<file path="src/rtl/ipi_dispatch.sv">
module ipi_dispatch #(
  parameter int          NUM_CPU  = 8,
  parameter logic [5:0]  POR_CODE = 6'h01
) (
  input  logic               clk,
  input  logic               rst_n,
  input  logic               cmd_wr,
  input  logic [17:0]        cmd_data,
  output logic [NUM_CPU-1:0] irq_post,
  output logic [5:0]         irq_vector,
  output logic [NUM_CPU-1:0] rst_req,
  output logic [NUM_CPU-1:0] halt_req,
  output logic [NUM_CPU-1:0] resume_req,
  output logic [NUM_CPU-1:0] cpu_halted,
  output logic               bad_reset_err
);
  localparam logic [NUM_CPU-1:0] ONE = NUM_CPU'(1);

  logic [1:0] kind;
  logic [4:0] tgt;
  logic [5:0] vec;
  logic       hit;
  logic       code_ok;
  logic [NUM_CPU-1:0] sel, int_sel, rst_sel, halt_sel, res_sel;

  assign kind    = cmd_data[17:16];
  assign tgt     = cmd_data[12:8];
  assign vec     = cmd_data[5:0];
  assign hit     = cmd_wr && (32'(tgt) < NUM_CPU);
  assign code_ok = (vec == POR_CODE);
  assign sel     = hit ? (ONE << tgt) : '0;

  assign int_sel  = (kind == 2'd0) ? sel : '0;
  assign rst_sel  = (kind == 2'd1 && code_ok) ? sel : '0;
  assign halt_sel = (kind == 2'd2) ? sel : '0;
  assign res_sel  = (kind == 2'd3) ? sel : '0;

  always_ff @(posedge clk) begin
    if (!rst_n) begin
      irq_post      <= '0;
      irq_vector    <= '0;
      rst_req       <= '0;
      halt_req      <= '0;
      resume_req    <= '0;
      cpu_halted    <= '0;
      bad_reset_err <= 1'b0;
    end else begin
      irq_post   <= int_sel;
      rst_req    <= rst_sel;
      halt_req   <= halt_sel;
      resume_req <= res_sel | rst_req;
      cpu_halted <= (cpu_halted | halt_sel) & ~(res_sel | rst_sel);
      if (|int_sel)
        irq_vector <= vec;
      if (hit && kind == 2'd1 && !code_ok)
        bad_reset_err <= 1'b1;
    end
  end
endmodule


</file>
<file path="config.mk">
export PLATFORM = sky130hd
export DESIGN_NAME = ipi_dispatch
export DESIGN_NICKNAME = d
export VERILOG_FILES = /design/src/rtl/ipi_dispatch.sv
export SDC_FILE = /design/constraint.sdc
export NUM_CORES = 1
export LEC_CHECK = 0
export BUFFER_PORTS_ARGS = -buffer_cell sky130_fd_sc_hd__buf_2
export CAP_MARGIN = 10
export CORE_MARGIN = 2
export CORE_UTILIZATION = 46
export CTS_BUF_LIST = sky130_fd_sc_hd__clkbuf_16
export CTS_CLUSTER_DIAMETER = 50
export CTS_CLUSTER_SIZE = 24
export DETAILED_ROUTE_END_ITERATION = 8
export PLACE_DENSITY = 0.79
export REMOVE_ABC_BUFFERS = 1
export SYNTH_ARGS = -nofsm -noshare
export SYNTH_HDL_FRONTEND = slang
export SYNTH_SLANG_ARGS = --single-unit
</file>
<file path="constraint.sdc">
create_clock -name clk -period 1.5 [get_ports clk]
set_input_delay 0.225 -clock clk [delete_from_list [all_inputs] [get_ports clk]]
set_output_delay 0.225 -clock clk [all_outputs]
set_load 0.02 [all_outputs]
</file>
**Word-level counts from Yosys, hierarchy flattened**

Cells that the tools add are included.

- Equality and inequality tests: 4
- Bitwise operators: 5
- Shifts and indexed selects: 1
- $lt $le $gt $ge: 1
- Reduce and logical (&&, ||, !) cells: 7
- Mux-type cells: 5

Operators with widths:

| cell | number |
|---|---|
| two-way mux 8 bit | 5 |
| bitwise OR 8 bit | 3 |
| bitwise AND 8 bit | 1 |
| NOT 8 bit | 1 |
| OR reduction 8 bit | 1 |
| << shifter 1 x 5 -> 8 bit, first input constant | 1 |
| == test 6 x 1 -> 1 bit, second input constant | 1 |
| < comparator 5 x 4 -> 1 bit, second input constant | 1 |
| == test 2 bit, second input constant | 2 |
| logical AND 1 bit | 4 |
| == test 2 x 1 -> 1 bit, second input constant | 1 |
| zero test 2 bit | 1 |
| zero test 1 bit | 1 |

- Register bits: 47
- Bits of input ports: 21
- Output and inout bits: 47
- Logic and storage cells: 30

**Logic depth before layout (Yosys ltp)**

Gate-level depths: netlist of run 1.

- Depth after elaboration: 7
- Depth in mapped cells: 5
- Depth with buffers taken out: 3

**Worst setup path before layout of run 1**

OpenSTA, ideal clock, no wires.

- Kind: input to register
- Start point: input cmd_data[5]
- End point: register cpu_halted[5]
- Path buffers: 0
- Data required time: 1.378 ns
- Setup slack: 0.218 ns
- Stages on the path: 3
- Setup time: 0.122 ns
- Arrival: 1.160 ns
- Cell sequence: nor4b_1 > a21oi_1 > o311a_1

- Longest elaborated chain between the ends: 6

Ends and longest elaborated chain:

| what | RTL line | RTL |
|---|---|---|
| start, declared | 8 | `input logic [17:0] cmd_data,` |
| == test 6 x 1 -> 1 bit | 30 | `assign code_ok = (vec == POR_CODE);` |
| logical AND 1 bit | 34 | `assign rst_sel = (kind == 2'd1 && code_ok) ? sel : '0;` |
| two-way mux 8 bit | 34 |  |
| bitwise OR 8 bit | 52 | `cpu_halted <= (cpu_halted \| halt_sel) & ~(res_sel \| rst_sel);` |
| NOT 8 bit | 52 |  |
| bitwise AND 8 bit | 52 |  |
| end signal, assigned | 52 |  |
| end, declared | 14 | `output logic [NUM_CPU-1:0] cpu_halted,` |

Every way passes these cells.
A chain may end at the register's enable or synchronous reset.

**Worst setup path in the final report of run 1**

- Start point: input cmd_data[11]
- End point: register bad_reset_err

- Longest elaborated chain between the ends: 4

Ends and longest elaborated chain:

| what | RTL line | RTL |
|---|---|---|
| < comparator 5 x 4 -> 1 bit | 29 | `assign hit = cmd_wr && (32'(tgt) < NUM_CPU);` |
| logical AND 1 bit | 29 |  |
| logical AND 1 bit (2 in a row) | 55 | `if (hit && kind == 2'd1 && !code_ok)` |
| end signal, assigned | 46 | `bad_reset_err <= 1'b0;` |
| end signal, assigned | 56 | `bad_reset_err <= 1'b1;` |
| end, declared | 15 | `output logic bad_reset_err` |

Every way passes these cells.

==> key figures, run 1 <==
Cells and area
  • Syn-to-layout area delta: 37.6%
  • Most frequent cells in the layout: 62 x buf_2, 47 x dfxtp_1, 34 x nor2_1
  • # nets final: ~260
  • Share of layout cells above drive strength 1: 0.360
  • FILL cells: around 280
  • Diode count: 0
  • Most common cell after layout, fill and taps aside: buf_2
  • Final core occ: 0.658

Setup path
  • CP max FO: 7
  • Type of origin of the critical path: input pin
  • Worst R2R Setup Slack: 0.74 ns
  • Critical Path End Type: flip-flop
  • Critical path class: in -> reg
  • Arrival time at the worst endpoint: 1.39 ns
  • Worst endpoint required time: around 1.7 ns

Yosys
  • Synth Area in Compound Gates: 0.167
  • Avg Cell Area, Syn: 9.50 um^2
  • Post-Syn Area: 1600 um^2
  • Sequential cell area fraction in the yosys report: 0.590
  • Netlist cell types: 26
  • Post-synthesis adder-cell area fraction: 0
  • XOR/XNOR share of the synthesized area: 0
  • Synth Instances: around 170
  • Largest family of logic cells by synthesized area: simple AND/OR/NAND/NOR gates
  • Synth Area in Simple Gates: 0.209
  • Syn. warnings: 0
  • Mux cell area share after synthesis: 0
  • Flops & latches, synth: 47

Route
  • Initial DRC count: 74
  • Final ANT Viol Nets: 0
  • Total Wirelength: roughly 3800 um
  • Routed length per instance: roughly 13 um
  • Routed vias: 1492
  • Vias per inst: 5.24
  • DRC: 0
  • DR pass1 iterations: 4

Timing
  • Worst-Margin Slew: 0.409 ns
  • Final hold vios: 0
  • Setup ws final: 0.343 ns
  • Tmin final: 1.16 ns
  • Fin Clk Skew: 0.000719 ns
  • Slew HR: 0.727
  • RSZ-0062 raised after global routing: no
  • Max Clk Rate: just under 900 MHz
  • Final Setup Violations: 0
  • Slew Limit Fails: 0
  • Setup TNS: 0 ns
  • Final Cycle Share: 0.771

GRT
  • GRT Max-Usage Layer: met2
  • First-pass GRT wire length: between 6000 and 7000 um
  • Met2 Usage GRT: 0.347
  • Initial antenna violation count: 0
  • Total track usage: 0.209
  • Global route overflow: 0
  • M3 GR Usage: 0.0631
  • Pin count of the biggest net entering global routing: 15
  • Met1 usage: 0.238
  • Vias in the first global route: approximately 1400

Pwr
  • Combinational fraction of design power: 0.051
  • Pwr/cell area: 1270 nW/um^2
  • NetSw: 532 uW
  • VDD IR max: 1050 uV
  • Internal power: 2.25 mW
  • Switch share: 0.191
  • Clock Power Share: 0.498
  • Flop pwr share: 0.451
  • Leak Pwr: 0.967 nW

Placed design
  • Dpl hpwl: between 2000 and 3000 um
  • Worst slack, placed: 0.0584 ns
  • Gpl congestion: 0.745
  • Port Buf Inserts: 62

Floorplanning
  • Initial Util: 0.478
  • Die span in x: 62.9 um
  • Core region area: 3340 um^2
  • Die area: 3960 um^2
  • Ports: 68
  • # rows: 21
  • Die Ht: between 60 and 70 um

Clock tree
  • Worst skew pair latency: 0.28 ns
  • TritonCTS Buffers: 5
  • Root Buffer: clkbuf_16
  • Post_cts resized: 0
  • Hold buffer count at cts: 0
  • Clk slew on worst S/H paths: around 0.060 ns
  • Setup bufs post-CTS: 0
  • TritonCTS clock tree: built
  • Clock Path Buffers: 2
  • H-tree Lvls: 2
  • # clock sinks: 47

Flow run
  • Max_cap viols: 0

Outcome
  • Status: completed

Hold path
  • Hold Path Class: in -> reg
-- state kept, by name, summed over array words and instances, names as in the netlist --
register       flops
cpu_halted         8
halt_req           8
irq_post           8
resume_req         8
rst_req            8
irq_vector         6
bad_reset_err      1
-- stage by stage --
step	cells	power [mW]	hold slack, ns	cell area (um^2)
after floorplan	157	1.34	0.343	1550
after global placement	277	1.42	0.449	2010
after detailed placement	277	1.42	0.460	2010
after CTS	285	2.81	0.190	2200
after global routing	285	2.89	0.210	2200
final	285	2.78	0.198	2200
-- worst paths after layout --
path / from / endpoint / depth (start not counted)
max reg2reg: cpu_halted[0] / cpu_halted[0] / 2
min reg2reg: rst_req[7] / resume_req[7] / 1
min: cmd_data[0] / irq_vector[0] / 3
max: cmd_data[11] / bad_reset_err / 4
-- critical path: stages --
cell,delay [ns]
buf_2,0.13
or4b_1,0.64
a211oi_1,0.27
o21a_1,0.13
-- layer usage --
metal | wire length, um | share of wire
met1 | 1670 | 0.44
met2 | 1850 | 0.48
met3 | 215 | 0.056
met4 | 86 | 0.023
met5 | 0 | 0
-- power groups by stage --
| stage | clock, mW | sequential (mW) | combinational [mW] |
|---|---|---|---|
| after floorplan | 0 | 1.29 | 0.0562 |
| after global placement | 0 | 1.28 | 0.139 |
| after detailed placement | 0 | 1.28 | 0.140 |
| after CTS | 1.42 | 1.25 | 0.141 |
| after global routing | 1.48 | 1.25 | 0.154 |
| final | 1.39 | 1.25 | 0.142 |
-- logic make-up after synthesis --
logic type	Yosys count
AO/OA/AOI/OAI	40
buffers and inverters	13
flip-flops	47
AND/OR/NAND/NOR	68
-- area by class of cell --
cell class                 count  area [um^2]  area share
clock buffer                   5          125      0.0570
clock inverter                 3         63.8      0.0291
inverter                       2         7.51     0.00342
multi-input combinational    108          601       0.274
sequential                    47          941       0.428
tap                           46         57.6      0.0262
timing repair buffer          74          400       0.182
-- Yosys cell counts, drive strengths merged --
library cell / instances / area, um^2
or4b: 2 / 20.0
nand4: 1 / 6.26
a31oi: 11 / 68.8
and2: 1 / 6.26
o311a: 1 / 10.0
o21a: 3 / 22.5
a31o: 2 / 17.5
nor4b: 3 / 32.5
and4bb: 1 / 12.5
a311oi: 4 / 35.0
nor3: 3 / 15.0
clkbuf: 7 / 26.3
nand2: 10 / 37.5
nand4bb: 1 / 11.3
a211oi: 4 / 30.0
a21oi: 7 / 35.0
nand3: 8 / 40.0
dfxtp: 47 / 941
nor2: 34 / 128
clkinv: 2 / 7.51
nor2b: 4 / 25.0
buf: 4 / 20.0
a41oi: 2 / 17.5
o21ai: 6 / 30.0
No activity file was read; power rests on OpenSTA's default activity.
==> inputs of run 2 (changes only) <==
- CORE_UTILIZATION: 46 -> 41
- PLACE_DENSITY: 0.79 -> 0.74
- clock period: 1.5 -> 0.95 ns (I/O delays scaled with it)
==> run 2 against run 1 <==
  * The run now ends with negative setup slack left
  * Sequential power increased by 58%
  * Design area grew 14%
  * Die area is 11% higher
  * Clock skew is essentially flat
  * Largest power group is now sequential cells
  * Critical endpoint is now cpu_halted[0]
  * Highest routed layer unchanged
==> key figures, run 2 (synthesized netlist as in run 1, its figures left out) <==
Pwr
  • NetSw: 877 uW (+65%)
  • Combinational fraction of design power: 0.083 (+0.032)
  • Clock Power Share: 0.417 (-0.081)
  • Switch share: 0.222 (+0.0303)
  • Internal power: 3.08 mW (+37%)
  • VDD IR max: 1460 uV (+39%)
  • Flop pwr share: 0.500 (+0.049)
  • Pwr/cell area: 1590 nW/um^2 (+25%)
  • Leak Pwr: 1.09 nW (+13%)

Timing
  • Worst-Margin Slew: 0.354 ns (-0.0542 ns)
  • Slew HR: 0.763 (+0.0366)
  • Tmin final: about 1 ns
  • Setup ws final: -0.0298 ns (-0.373 ns)
  • Final Cycle Share: 1.03
  • Fin Clk Skew: 0.000679 ns (-0.0000394 ns)
  • Setup TNS: -0.0725 ns (-0.0725 ns)
  • Slew Limit Fails: 0 (unchanged)
  • RSZ-0062 raised after global routing: yes
  • Final hold vios: 0 (unchanged)
  • Max Clk Rate: 1020 MHz
  • Final Setup Violations: 4 (+4)

Clock tree
  • TritonCTS Buffers: 5 (unchanged)
  • Clock Path Buffers: 2 (unchanged)
  • H-tree Lvls: 2 (unchanged)
  • TritonCTS clock tree: built
  • # clock sinks: 47 (unchanged)
  • Worst skew pair latency: 0.28 ns (about the same)
  • Root Buffer: clkbuf_16
  • Setup bufs post-CTS: 0 (unchanged)
  • Clk slew on worst S/H paths: 0.06 ns (about the same)
  • Hold buffer count at cts: 0 (unchanged)

Placed design
  • Area after DPL: 2170 um^2 (+8.2%)
  • Gpl congestion: 0.781 (+4.9%)
  • Port Buf Inserts: 62 (unchanged)
  • Dpl hpwl: 3080 um (+16%)

Cells and area
  • Post-route cell area: 2490 um^2 (+14%)
  • Share of layout cells above drive strength 1: 0.490 (+0.131)
  • Most frequent cells in the layout: 47 x buf_2, 45 x dfxtp_1, 40 x buf_4
  • FILL cells: 306 (+8.1%)
  • # nets final: 279 (+7.7%)
  • Syn-to-layout area delta: 56.4%
  • Most common cell after layout, fill and taps aside: buf_2
  • Diode count: 0 (unchanged)

Hold path
  • Hold Path Class: in -> reg

Setup path
  • Max incr delay on CP: 0.32 ns (-0.32 ns)
  • Crit path max-delay cell type: nor4b_4
  • Most used cell along the critical path: buf_6
  • Worst endpoint required time: 1.14 ns (-0.60 ns)
  • Critical path class: in -> reg
  • Type of origin of the critical path: input pin
  • Worst Path Buf+Inv: 3 (+2)
  • Arrival time at the worst endpoint: 1.17 ns (-0.22 ns)
  • CP max FO: 5 (-2)
  • Critical Path End Type: flip-flop
  • Worst path cell trace: buf_6 > buf_6 > nor4b_4 > buf_6 > a31oi_1 > a311oi_1
  • CP delay by family, top: buffers and inverters

GRT
  • Global route overflow: 0 (unchanged)
  • First-pass GRT wire length: 6790 um (+7.9%)
  • Initial antenna violation count: 0 (unchanged)
  • Pin count of the biggest net entering global routing: 15 (unchanged)
  • Vias in the first global route: 1490 (+7.9%)
  • Total track usage: 0.207 (-0.00112)

Route
  • Routed length per instance: 14.4 um (+7.3%)
  • Total Wirelength: 4410 um (+16%)
  • Vias per inst: 5.15 (-1.6%)
  • Initial DRC count: 109 (+47%)
  • DR pass1 iterations: 4 (unchanged)
  • Final ANT Viol Nets: 0 (unchanged)
  • Routed vias: 1581 (+6.0%)
  • DRC: 0 (unchanged)

Flow run
  • Max_cap viols: 0 (unchanged)

Floorplanning
  • Die Ht: 66.4 um (+5.5%)
  • Die area: 4410 um^2 (+11%)
  • Initial Util: 0.432 (-0.0456)
  • Ports: 68 (unchanged)
  • # rows: 22 (+4.8%)
  • Die span in x: 66.4 um (+5.5%)
  • Core region area: 3690 um^2 (+11%)

Outcome
  • Violated checks: negative setup slack
  • Status: finished with violations
run 2: metal layers:
metal | part of all wire | up-vias | track usage
li1 | - | 773 | -
met1 | 0.40 | 746 | 0.260
met2 | 0.50 | 56 | 0.336
met3 | 0.085 | 6 | 0.0664
met4 | 0.011 | 0 | 0.0689
met5 | 0 | - | 0
run 2: power by group through the flow:
| stage | Combinational (mW) | Sequential, mW | Clock [mW] |
|---|---|---|---|
| 2_1_floorplan | 0.0887 | 2.03 | 0 |
| 3_3_place_gp | 0.275 | 2.02 | 0 |
| 4_1_cts | 0.294 | 1.98 | 1.69 |
| 5_1_grt | 0.354 | 1.98 | 1.78 |
| 6_report | 0.327 | 1.98 | 1.65 |
| 3_5_place_dp | 0.278 | 2.02 | 0 |
run 2: through the flow:
stage,hold slack [ns],setup WS (ns),utilization,power [mW],std cells
2_1_floorplan,0.260,-0.415,-,2.12,157
3_3_place_gp,0.409,-0.386,0.589,2.30,299
3_5_place_dp,0.417,-0.401,0.589,2.30,299
4_1_cts,0.119,0.00183,0.640,3.96,307
5_1_grt,0.136,-0.0934,0.676,4.11,307
6_report,0.121,-0.0298,0.676,3.96,307
run 2: path summary, 6_finish.rpt:
kind                    to  slack [ns]     startpoint  cells after the start
max          cpu_halted[0]       -0.03   cmd_data[12]                      6
min          irq_vector[4]        0.12    cmd_data[4]                      3
max reg2reg  cpu_halted[5]        0.21  cpu_halted[5]                      2
min reg2reg  resume_req[1]        0.47     rst_req[1]                      2
run 2: area by class of cell:
type,instances,area (um^2),area share
repair buffers,94,623,0.250
multi-input cells,108,719,0.288
clock buffers,5,125,0.0502
well taps,48,60.1,0.0241
flip-flops and latches,47,943,0.378
inverters,2,7.51,0.00301
clock inverters,3,16.3,0.00652
run 2: timing repair:
action                                  in CTS  in global routing
resized for setup                           13                 41
endpoints found under the setup margin      21                 46
pin swaps                                    7                 13
cloned                                       1                  0
run 2: worst reg2reg max path, delay by kind of cell, from the launching register on:
kind,cells,cell delay [ns]
AOI/OAI and AO/OA,2,0.32
DFF,1,0.32
